===== src/rtl/xdr_pkg.sv =====
package xdr_pkg;

  typedef enum logic [1:0] {
    MODE_ONCHIP = 2'b00,
    MODE_SPLIT  = 2'b01,
    MODE_RSV2   = 2'b10,
    MODE_RSV3   = 2'b11
  } xdrMode_e;

  // strobes from control to datapath
  typedef struct packed {
    logic load;     // capture a new access this cycle
    logic toExt;    // access leaves the chip
    logic driveHi;  // upper address byte is driven
  } xdrStrobe_t;

endpackage


===== src/rtl/xdr_dpath.sv =====
module xdr_dpath
  import xdr_pkg::*;
#(
  parameter int RAM_BYTES = 2048,
  localparam int RAM_AW = $clog2(RAM_BYTES)
) (
  input  logic              clk,
  input  logic              rst,
  input  logic              wide,
  input  logic [7:0]        ptrLo,
  input  logic [15:0]       dataPtr,
  input  logic [7:0]        pageReg,
  input  xdrStrobe_t        strobe,
  output logic              aboveRam,
  output logic [RAM_AW-1:0] ramAddr,
  output logic [15:0]       extAddr
);

  localparam logic [16:0] RAM_LIMIT = 17'(RAM_BYTES);

  logic [15:0]       effAddr;
  logic [RAM_AW-1:0] ramAddrQ;
  logic [15:0]       extAddrQ;
  logic [15:0]       extAddrNext;

  always_comb begin
    effAddr  = wide ? dataPtr : {pageReg, ptrLo};
    aboveRam = ({1'b0, effAddr} >= RAM_LIMIT);
  end

  // upper byte is forced to zero whenever it is not driven
  always_comb begin
    extAddrNext = {8'h00, effAddr[7:0]};
    if (strobe.driveHi) extAddrNext[15:8] = effAddr[15:8];
  end

  always_ff @(posedge clk) begin
    if (rst) begin
      ramAddrQ <= '0;
      extAddrQ <= '0;
    end else if (strobe.load) begin
      if (strobe.toExt) begin
        ramAddrQ <= '0;
        extAddrQ <= extAddrNext;
      end else begin
        ramAddrQ <= effAddr[RAM_AW-1:0];
        extAddrQ <= '0;
      end
    end
  end

  assign ramAddr = ramAddrQ;
  assign extAddr = extAddrQ;

endmodule


===== src/rtl/xdr_ctrl.sv =====
module xdr_ctrl
  import xdr_pkg::*;
(
  input  logic       clk,
  input  logic       rst,
  input  logic       req,
  input  logic       wide,
  input  logic [1:0] mode,
  input  logic       aboveRam,
  output xdrStrobe_t strobe,
  output logic       ack,
  output logic       ramSel,
  output logic       extStrobe,
  output logic       addrHiOe,
  output logic       addrLoOe,
  output logic       badMode
);

  xdrMode_e modeSel;
  logic     goExt;
  logic     unsupported;
  logic     ackQ, ramSelQ, extQ, hiQ, loQ, badQ;

  always_comb begin
    modeSel     = xdrMode_e'(mode);
    unsupported = (modeSel == MODE_RSV2) || (modeSel == MODE_RSV3);
    goExt       = (modeSel == MODE_SPLIT) && aboveRam;
    strobe.load    = req;
    strobe.toExt   = goExt;
    strobe.driveHi = goExt && wide;
  end

  always_ff @(posedge clk) begin
    if (rst) begin
      ackQ    <= 1'b0;
      ramSelQ <= 1'b0;
      extQ    <= 1'b0;
      hiQ     <= 1'b0;
      loQ     <= 1'b0;
      badQ    <= 1'b0;
    end else begin
      ackQ    <= req;
      ramSelQ <= req && !goExt;
      extQ    <= req && goExt;
      hiQ     <= req && goExt && wide;
      loQ     <= req && goExt;
      badQ    <= req && unsupported;
    end
  end

  assign ack       = ackQ;
  assign ramSel    = ramSelQ;
  assign extStrobe = extQ;
  assign addrHiOe  = hiQ;
  assign addrLoOe  = loQ;
  assign badMode   = badQ;

endmodule


===== src/rtl/xdataRouter.sv =====
module xdataRouter
  import xdr_pkg::*;
#(
  parameter int RAM_BYTES = 2048,
  localparam int RAM_AW = $clog2(RAM_BYTES)
) (
  input  logic              clk,
  input  logic              rst,
  input  logic              req,
  input  logic              wide,
  input  logic [7:0]        ptrLo,
  input  logic [15:0]       dataPtr,
  input  logic [7:0]        pageReg,
  input  logic [1:0]        mode,
  output logic              ack,
  output logic              ramSel,
  output logic [RAM_AW-1:0] ramAddr,
  output logic              extStrobe,
  output logic [15:0]       extAddr,
  output logic              addrHiOe,
  output logic              addrLoOe,
  output logic              badMode
);

  xdrStrobe_t strobe;
  logic       aboveRam;

  xdr_ctrl u_ctrl (
    .clk      (clk),
    .rst      (rst),
    .req      (req),
    .wide     (wide),
    .mode     (mode),
    .aboveRam (aboveRam),
    .strobe   (strobe),
    .ack      (ack),
    .ramSel   (ramSel),
    .extStrobe(extStrobe),
    .addrHiOe (addrHiOe),
    .addrLoOe (addrLoOe),
    .badMode  (badMode)
  );

  xdr_dpath #(.RAM_BYTES(RAM_BYTES)) u_dpath (
    .clk     (clk),
    .rst     (rst),
    .wide    (wide),
    .ptrLo   (ptrLo),
    .dataPtr (dataPtr),
    .pageReg (pageReg),
    .strobe  (strobe),
    .aboveRam(aboveRam),
    .ramAddr (ramAddr),
    .extAddr (extAddr)
  );

endmodule


===== config.mk =====
export PLATFORM = sky130hd
export DESIGN_NAME = xdataRouter
export DESIGN_NICKNAME = d
export VERILOG_FILES = /design/src/rtl/xdr_pkg.sv /design/src/rtl/xdr_dpath.sv /design/src/rtl/xdr_ctrl.sv /design/src/rtl/xdataRouter.sv
export SDC_FILE = /design/constraint.sdc
export NUM_CORES = 1
export LEC_CHECK = 0
export CAP_MARGIN = 10
export CELL_PAD_IN_SITES_DETAIL_PLACEMENT = 1
export CELL_PAD_IN_SITES_GLOBAL_PLACEMENT = 1
export CORE_MARGIN = 2
export CORE_UTILIZATION = 32
export CTS_CLUSTER_DIAMETER = 150
export DETAILED_ROUTE_END_ITERATION = 8
export DONT_BUFFER_PORTS = 1
export PLACE_DENSITY_LB_ADDON = 0.12
export SLEW_MARGIN = 20
export SYNTH_ARGS = -nofsm -noshare
export SYNTH_HDL_FRONTEND = slang
export SYNTH_HIERARCHICAL = 1
export SYNTH_SLANG_ARGS = --single-unit
export TNS_END_PERCENT = 50

===== constraint.sdc =====
create_clock -name clk -period 2.3 [get_ports clk]
set_input_delay 0.46 -clock clk [delete_from_list [all_inputs] [get_ports clk]]
set_output_delay 0.46 -clock clk [all_outputs]
set_load 0.05 [all_outputs]

==> flow_metrics.env, run 1 <==
export IMPL_htree_levels=2
export IMPL_num_rows=23
export IMPL_avgViaCountPerCell=5.32
export IMPL_drive_gt1_frac=0.213
export IMPL_tightest_slew_ns=0.538
export IMPL_slew_viol_final=0
export IMPL_synth_nets=167
export IMPL_grtUsageMet2=0.232
export IMPL_synth_top_cell_area_share=0.479
export IMPL_fin_crit_ns=1.91
export IMPL_yosys_top_cells_area="dfxtp_1 48%, a22oi_1 15%, mux2_4 11%"
export IMPL_worst_r2r_path_depth=2
export IMPL_grt_pass1_wl_um=4710
export IMPL_ir_worst_vdd_mv=0.338
export IMPL_total_power_mw=1.27
export IMPL_synth_distinct_cells=22
export IMPL_cpMaxStageDelayCell="mux2_2"
export IMPL_area_growth_pct=8.23
export IMPL_postCtsSetupBuffers=0
export IMPL_tns_ns=0
export IMPL_hold_class="primary input to flop"
export IMPL_timing_rr_end="u_dpath/extAddr[5]"
export IMPL_synth_edff_count=0
export IMPL_synthFlopType="dfxtp_1"
export IMPL_status="finished, final reports clean"
export IMPL_post_route_period_util=0.832
export IMPL_power_frac_seq=0.512
export IMPL_rsz0062_at_grt="no"
export IMPL_power_frac_comb=0.076
export IMPL_p_leak_nw=0.573
export IMPL_crit_path_cell_trace="mux2_2, nor4_2, nand2_1, and3b_2, and2_1, and3_1, a22oi_1, nor2_1"
export IMPL_first_global_vias=942
export IMPL_path_class="primary input to flop"
export IMPL_cts_root_buf="clkbuf_8"
export IMPL_r2r_slack_ns=1.28
export IMPL_drtIter0Drc=40
export IMPL_hold_buffers=0
export IMPL_hold_violations=0
export IMPL_timing_rr_start="u_dpath/extAddr[5]"
export IMPL_synth_top_area_cell="dfxtp_1"
export IMPL_track_usage=0.143
export IMPL_wl_per_cell_um=18.0
export IMPL_antenna_found_initial=0
export IMPL_arrival_ns=2.08
export IMPL_pin_count=71
export IMPL_critPathMaxFanout=18
export IMPL_max_slew_margin=0.641
export IMPL_synth_commonest_cells="32 x dfxtp_1, 27 x nor2_1, 26 x a22oi_1"
export IMPL_clockPowerShare=0.412
export IMPL_cts_resized=0
export IMPL_switching_power_mw=0.321
export IMPL_setup_violations_final=0
export IMPL_synth_seq_cells=32
export IMPL_power_density_nw_per_um2=875
export IMPL_synthArstFlopShare=0
export IMPL_use_met1=0.153
export IMPL_insertedDiodeCount=0
export IMPL_yosysMostFrequentCell="dfxtp_1"
export IMPL_synth_top_family_by_area="multiplexers"
export IMPL_antenna_left=0
export IMPL_num_vias=941
export IMPL_worstSkewPairLatency_ns=0.28
export IMPL_synth_adder_area_share=0
export IMPL_p_int_mw=0.945
export IMPL_die_x_um=68.7
export IMPL_layout_nets=164
export IMPL_clkTransAtPathRegs_ns=0.07
export IMPL_drv_cap=0
export IMPL_tritoncts="done"
export IMPL_core_um2=4000
export IMPL_gr_total_overflow=0
export IMPL_startpoint_type="primary input"
export IMPL_place_congestion=0.701
export IMPL_hpwl_um=2220
export IMPL_totalWireLength_um=3190
export IMPL_max_freq_mhz=523
export IMPL_fin_worst_skew_ns=0
export IMPL_grt_max_degree=29
export IMPL_slowest_delay_ns=0.34
export IMPL_synth_compound_area_frac=0.152
export IMPL_ys_seq_area_frac=0.479
export IMPL_yosysWarnings=6
export IMPL_synth_cells=129
export IMPL_portBuffers=0
export IMPL_die_h_um=68.7
export IMPL_crit_end="u_dpath/extAddr[12]"
export IMPL_dr_pass1_iters=4
export IMPL_syn_cell_area_um2=1340
export IMPL_endpoint_kind="flop"
export IMPL_switching_share=0.254
export IMPL_worstPathRequired_ns=2.47
export IMPL_cts_buffers=5
export IMPL_yosys_area_share_simple=0.142
export IMPL_post_route_drc_count=0
export IMPL_die_area_um2=4710
export IMPL_gr_usage_met3=0.0731
export IMPL_syn_avg_cell_area_um2=10.4
export IMPL_initial_core_util=0.334
export IMPL_cts_sinks=32
export IMPL_synth_xor_xnor_area_share=0
export IMPL_critPathLaunch="wide"
export IMPL_finalHoldWorstSlack_ns=0.247
export IMPL_top_usage_layer="met2"
export IMPL_clockBufferDepth=2
export IMPL_synth_area_mux_share=0.162
## state kept, by name (all words and copies together), names as in the netlist
signal,flops
u_ctrl/ack,1
u_ctrl/addrHiOe,1
u_ctrl/addrLoOe,1
u_ctrl/badMode,1
u_ctrl/ramSel,1
u_dpath/extAddr,16
u_dpath/ramAddr,11
## logic make-up (layout without fill, tap and decap cells)
kind of cell,after synthesis,in the layout
buffers and inverters,14,12
multiplexers,16,16
AND/OR/NAND/NOR,40,40
flip-flops,32,32
AO/OA/AOI/OAI,27,27
## through the flow
step                area, um2   util  setup slack (ns)  cells
finish                   1450  0.362             0.387    177
floorplan                1340      -            0.0736    129
detailed placement       1340  0.335            0.0895    169
global placement         1340  0.335             0.154    169
global route             1450  0.362             0.290    177
CTS                      1450  0.362             0.384    177
## power by group through the flow
stage / logic (mW) / registers [mW] / clock network [mW]
CTS: 0.0979 / 0.649 / 0.542
detailed placement: 0.0971 / 0.662 / 0
finish: 0.0958 / 0.649 / 0.522
floorplan: 0.0983 / 0.660 / 0
global route: 0.105 / 0.650 / 0.572
global placement: 0.0935 / 0.661 / 0
## cell usage in the layout, fill, tap and decap left out
cell       instances
a22oi_1           26
a2bb2oi_1          1
and2_1             4
and2b_1            1
and3_1             2
and3b_2            1
buf_4              3
bufinv_16          1
clkbuf_1           1
clkbuf_8           5
clkinv_1           1
clkinv_2           1
dfxtp_1           32
mux2_2             5
mux2_4            10
mux2i_1            1
nand2_1            1
nand3_1            1
nor2_1            27
nor2b_1            2
nor4_2             1
## metal layers
metal | wire (um) | share of wire
met5 | 0 | 0
met4 | 55 | 0.017
met3 | 317 | 0.099
met2 | 1640 | 0.51
met1 | 1180 | 0.37
## final cells by class
type                            count  area, um2
Clock inverter                      2       35.0
Tap cell                           50       62.6
Inverter                            1       3.75
Multi-Input combinational cell     83        611
Clock buffer                        6       72.6
Timing Repair Buffer                3       22.5
Sequential cell                    32        641
Fill cell                         461       2550
## worst min path at each step
stage | from | to | slack, ns | cells after the start
2_1_floorplan | mode[1] | u_ctrl/badMode | 0.58 | 1
3_3_place_gp | rst | u_dpath/extAddr[13] | 0.54 | 1
3_5_place_dp | rst | u_dpath/extAddr[13] | 0.54 | 1
4_1_cts | rst | u_dpath/extAddr[8] | 0.23 | 1
5_1_grt | rst | u_dpath/ramAddr[6] | 0.22 | 1
6_report | rst | u_dpath/extAddr[8] | 0.25 | 1
## worst max-delay path: cells and delay by family
family / cells / cell delay (ns)
AO/OA/AOI/OAI: 1 / 0.19
multiplexers: 1 / 0.34
AND/OR/NAND/NOR: 6 / 1.08
(Power assumes the default switching activity.)
==> run 2, diff against run 1 <==
--- a/config.mk
+++ b/config.mk
@@ -5,6 +5,7 @@
 export SDC_FILE = /design/constraint.sdc
 export NUM_CORES = 1
 export LEC_CHECK = 0
+export ABC_AREA = 1
 export CAP_MARGIN = 10
 export CELL_PAD_IN_SITES_DETAIL_PLACEMENT = 1
 export CELL_PAD_IN_SITES_GLOBAL_PLACEMENT = 1
==> constraint.sdc (replaced) <==
create_clock -name clk -period 1.9 [get_ports clk]
set_input_delay 0.38 -clock clk [delete_from_list [all_inputs] [get_ports clk]]
set_output_delay 0.38 -clock clk [all_outputs]
set_load 0.05 [all_outputs]
==> run 2 against run 1 <==
  * Power increased by 26%
  * Flip-flop and latch count stayed put
  * Cell count increased by 41%
  * Largest power group unchanged
  * Global-route usage increased by 2.9 points
  * Hold slack lost 0.084 ns
  * Clock power rose by 35%
  * Highest routed layer unchanged
==> flow_metrics.env, run 2 <==
export IMPL_status="finished, final reports clean"
export IMPL_power_density_nw_per_um2=1050
export IMPL_hold_class="primary input to flop"
export IMPL_synth_top_family_by_area="simple AND/OR/NAND/NOR gates"
export IMPL_cpMostUsedCell="nand2_1"
export IMPL_postCtsSetupBuffers=0
export IMPL_largest_reg_flops=16
export IMPL_worstPathRequired_ns=2.10
export IMPL_ir_worst_vdd_mv=0.381
export IMPL_portBuffers=0
export IMPL_initial_core_util=0.326
export IMPL_area_growth_pct=8.41
export IMPL_synth_seq_cells=32
export IMPL_track_usage=0.172
export IMPL_drive_gt1_frac=0.142
export IMPL_setup_violations_final=0
export IMPL_tritoncts="done"
export IMPL_grt_max_degree=30
export IMPL_die_x_um=70.1
export IMPL_endpoint_kind="flop"
export IMPL_synth_nets=236
export IMPL_utilization=0.353
export IMPL_cts_root_buf="clkbuf_8"
export IMPL_cts_buffers=5
export IMPL_synthArstFlopShare=0
export IMPL_synth_top_area_cell="dfxtp_1"
export IMPL_max_slew_margin=0.519
export IMPL_yosys_area_share_simple=0.336
export IMPL_cts_sinks=32
export IMPL_pin_count=71
export IMPL_yosysWarnings=6
export IMPL_synth_top_cell_area_share=0.458
export IMPL_clockBufferDepth=2
export IMPL_p_leak_nw=0.635
export IMPL_hpwl_um=3010
export IMPL_cts_resized=0
export IMPL_wl_per_cell_um=16.0
export IMPL_synth_distinct_cells=16
export IMPL_path_buf_inv=2
export IMPL_hold_violations=0
export IMPL_grt_pass1_wl_um=6580
export IMPL_worstSkewPairLatency_ns=0.28
export IMPL_arrival_ns=1.71
export IMPL_gr_total_overflow=0
export IMPL_slew_viol_final=0
export IMPL_mostFrequentLayoutCell="nand2_1"
export IMPL_tightest_slew_ns=0.719
export IMPL_syn_cell_area_um2=1400
export IMPL_synth_adder_area_share=0
export IMPL_ys_seq_area_frac=0.458
export IMPL_yosysMostFrequentCell="nand2_1"
export IMPL_post_route_drc_count=0
export IMPL_critPathMaxFanout=18
export IMPL_dr_pass1_iters=4
export IMPL_num_vias=1222
export IMPL_drv_cap=0
export IMPL_first_global_vias=1352
export IMPL_max_freq_mhz=662
export IMPL_core_um2=4290
export IMPL_yosys_top_cells_area="dfxtp_1 46%, nand2_1 26%, a21oi_1 8.6%"
export IMPL_cpMaxStageDelayCell="nor2_2"
export IMPL_final_cell_mix="98 x nand2_1, 32 x dfxtp_1, 24 x a21oi_1, 8 x inv_1, 8 x nand2_2"
export IMPL_avgViaCountPerCell=4.91
export IMPL_synth_area_mux_share=0
export IMPL_synth_edff_count=0
export IMPL_antenna_left=0
export IMPL_syn_avg_cell_area_um2=7.06
export IMPL_hold_buffers=0
export IMPL_synth_cells=198
export IMPL_place_congestion=0.911
export IMPL_die_area_um2=4920
export IMPL_fill_cells=555
export IMPL_post_route_period_util=0.795
export IMPL_layout_nets=234
export IMPL_crit_path_cell_trace="inv_8, nand2_1, nand2_1, nor2_1, nand3_1, nand2_1, nor2_2, buf_4, nand2_1, nor2_2, nand2_1, a21oi_1"
export IMPL_clkTransAtPathRegs_ns=0.07
export IMPL_num_rows=24
export IMPL_tns_ns=0
export IMPL_totalWireLength_um=3990
export IMPL_htree_levels=2
export IMPL_drtIter0Drc=31
export IMPL_die_h_um=70.1
export IMPL_slowest_delay_ns=0.28
export IMPL_synth_compound_area_frac=0.105
export IMPL_fin_worst_skew_ns=0
export IMPL_antenna_found_initial=0
export IMPL_synthFlopType="dfxtp_1"
export IMPL_fin_crit_ns=1.51
export IMPL_startpoint_type="primary input"
export IMPL_synth_xor_xnor_area_share=0
export IMPL_synth_commonest_cells="98 x nand2_1, 32 x dfxtp_1, 24 x a21oi_1"
export IMPL_crit_family="simple AND/OR/NAND/NOR gates"
export IMPL_rsz0062_at_grt="no"
export IMPL_insertedDiodeCount=0
export IMPL_path_class="primary input to flop"
## run 2: changes by cell type after synthesis, sizes merged, moves of 10 or more
cell / before / now
nor2: 27 / 10
nand2: 1 / 106
a22oi: 26 / 0
inv: 0 / 10
mux2: 15 / 0
a21oi: 0 / 27
## run 2: logic make-up (layout without fill, tap and decap cells)
kind of cell	count (synthesis)	count (layout)
AND/OR/NAND/NOR	117	117
AO/OA/AOI/OAI	27	27
buffers and inverters	22	21
flip-flops	32	32
## run 2: power breakdown
group	internal [mW]	switching, mW
logic	0.0373	0.0736
clock network	0.463	0.244
registers	0.692	0.0863
## run 2: worst paths after layout
path | startpoint | end | slack [ns] | cells past startpoint
min | rst | u_dpath/extAddr[11] | 0.16 | 1
max reg2reg | u_dpath/extAddr[0] | u_dpath/extAddr[0] | 0.88 | 2
min reg2reg | u_dpath/extAddr[6] | u_dpath/extAddr[6] | 0.71 | 2
max | wide | u_dpath/extAddr[13] | 0.39 | 12
## run 2: per-stage QoR
step | instances | hold WS (ns) | instance area, um2 | setup WS (ns) | power, mW
2_1_floorplan | 198 | 0.452 | 1400 | 0.168 | 0.904
3_3_place_gp | 241 | 0.448 | 1390 | 0.157 | 0.902
3_5_place_dp | 241 | 0.449 | 1390 | 0.0845 | 0.907
4_1_cts | 249 | 0.147 | 1520 | 0.376 | 1.62
5_1_grt | 249 | 0.145 | 1520 | 0.157 | 1.66
6_report | 249 | 0.163 | 1520 | 0.390 | 1.60
## run 2: final cells by class
type,instances,area [um2],area share
repair buffers,3,22.5,0.0149
clock buffers,7,96.3,0.0635
clock inverters,1,30.0,0.0198
flip-flops and latches,32,641,0.422
well taps,52,65.1,0.0429
multi-input cells,144,617,0.407
inverters,10,45.0,0.0297
## run 2: per-layer routing
metal	track usage	up-vias	wire length, um	share of wire
li1	-	602	-	-
met5	0	-	0	0
met2	0.306	53	2010	0.50
met1	0.189	562	1620	0.41
met3	0.0678	5	316	0.079
met4	0.0513	0	38	0.0095
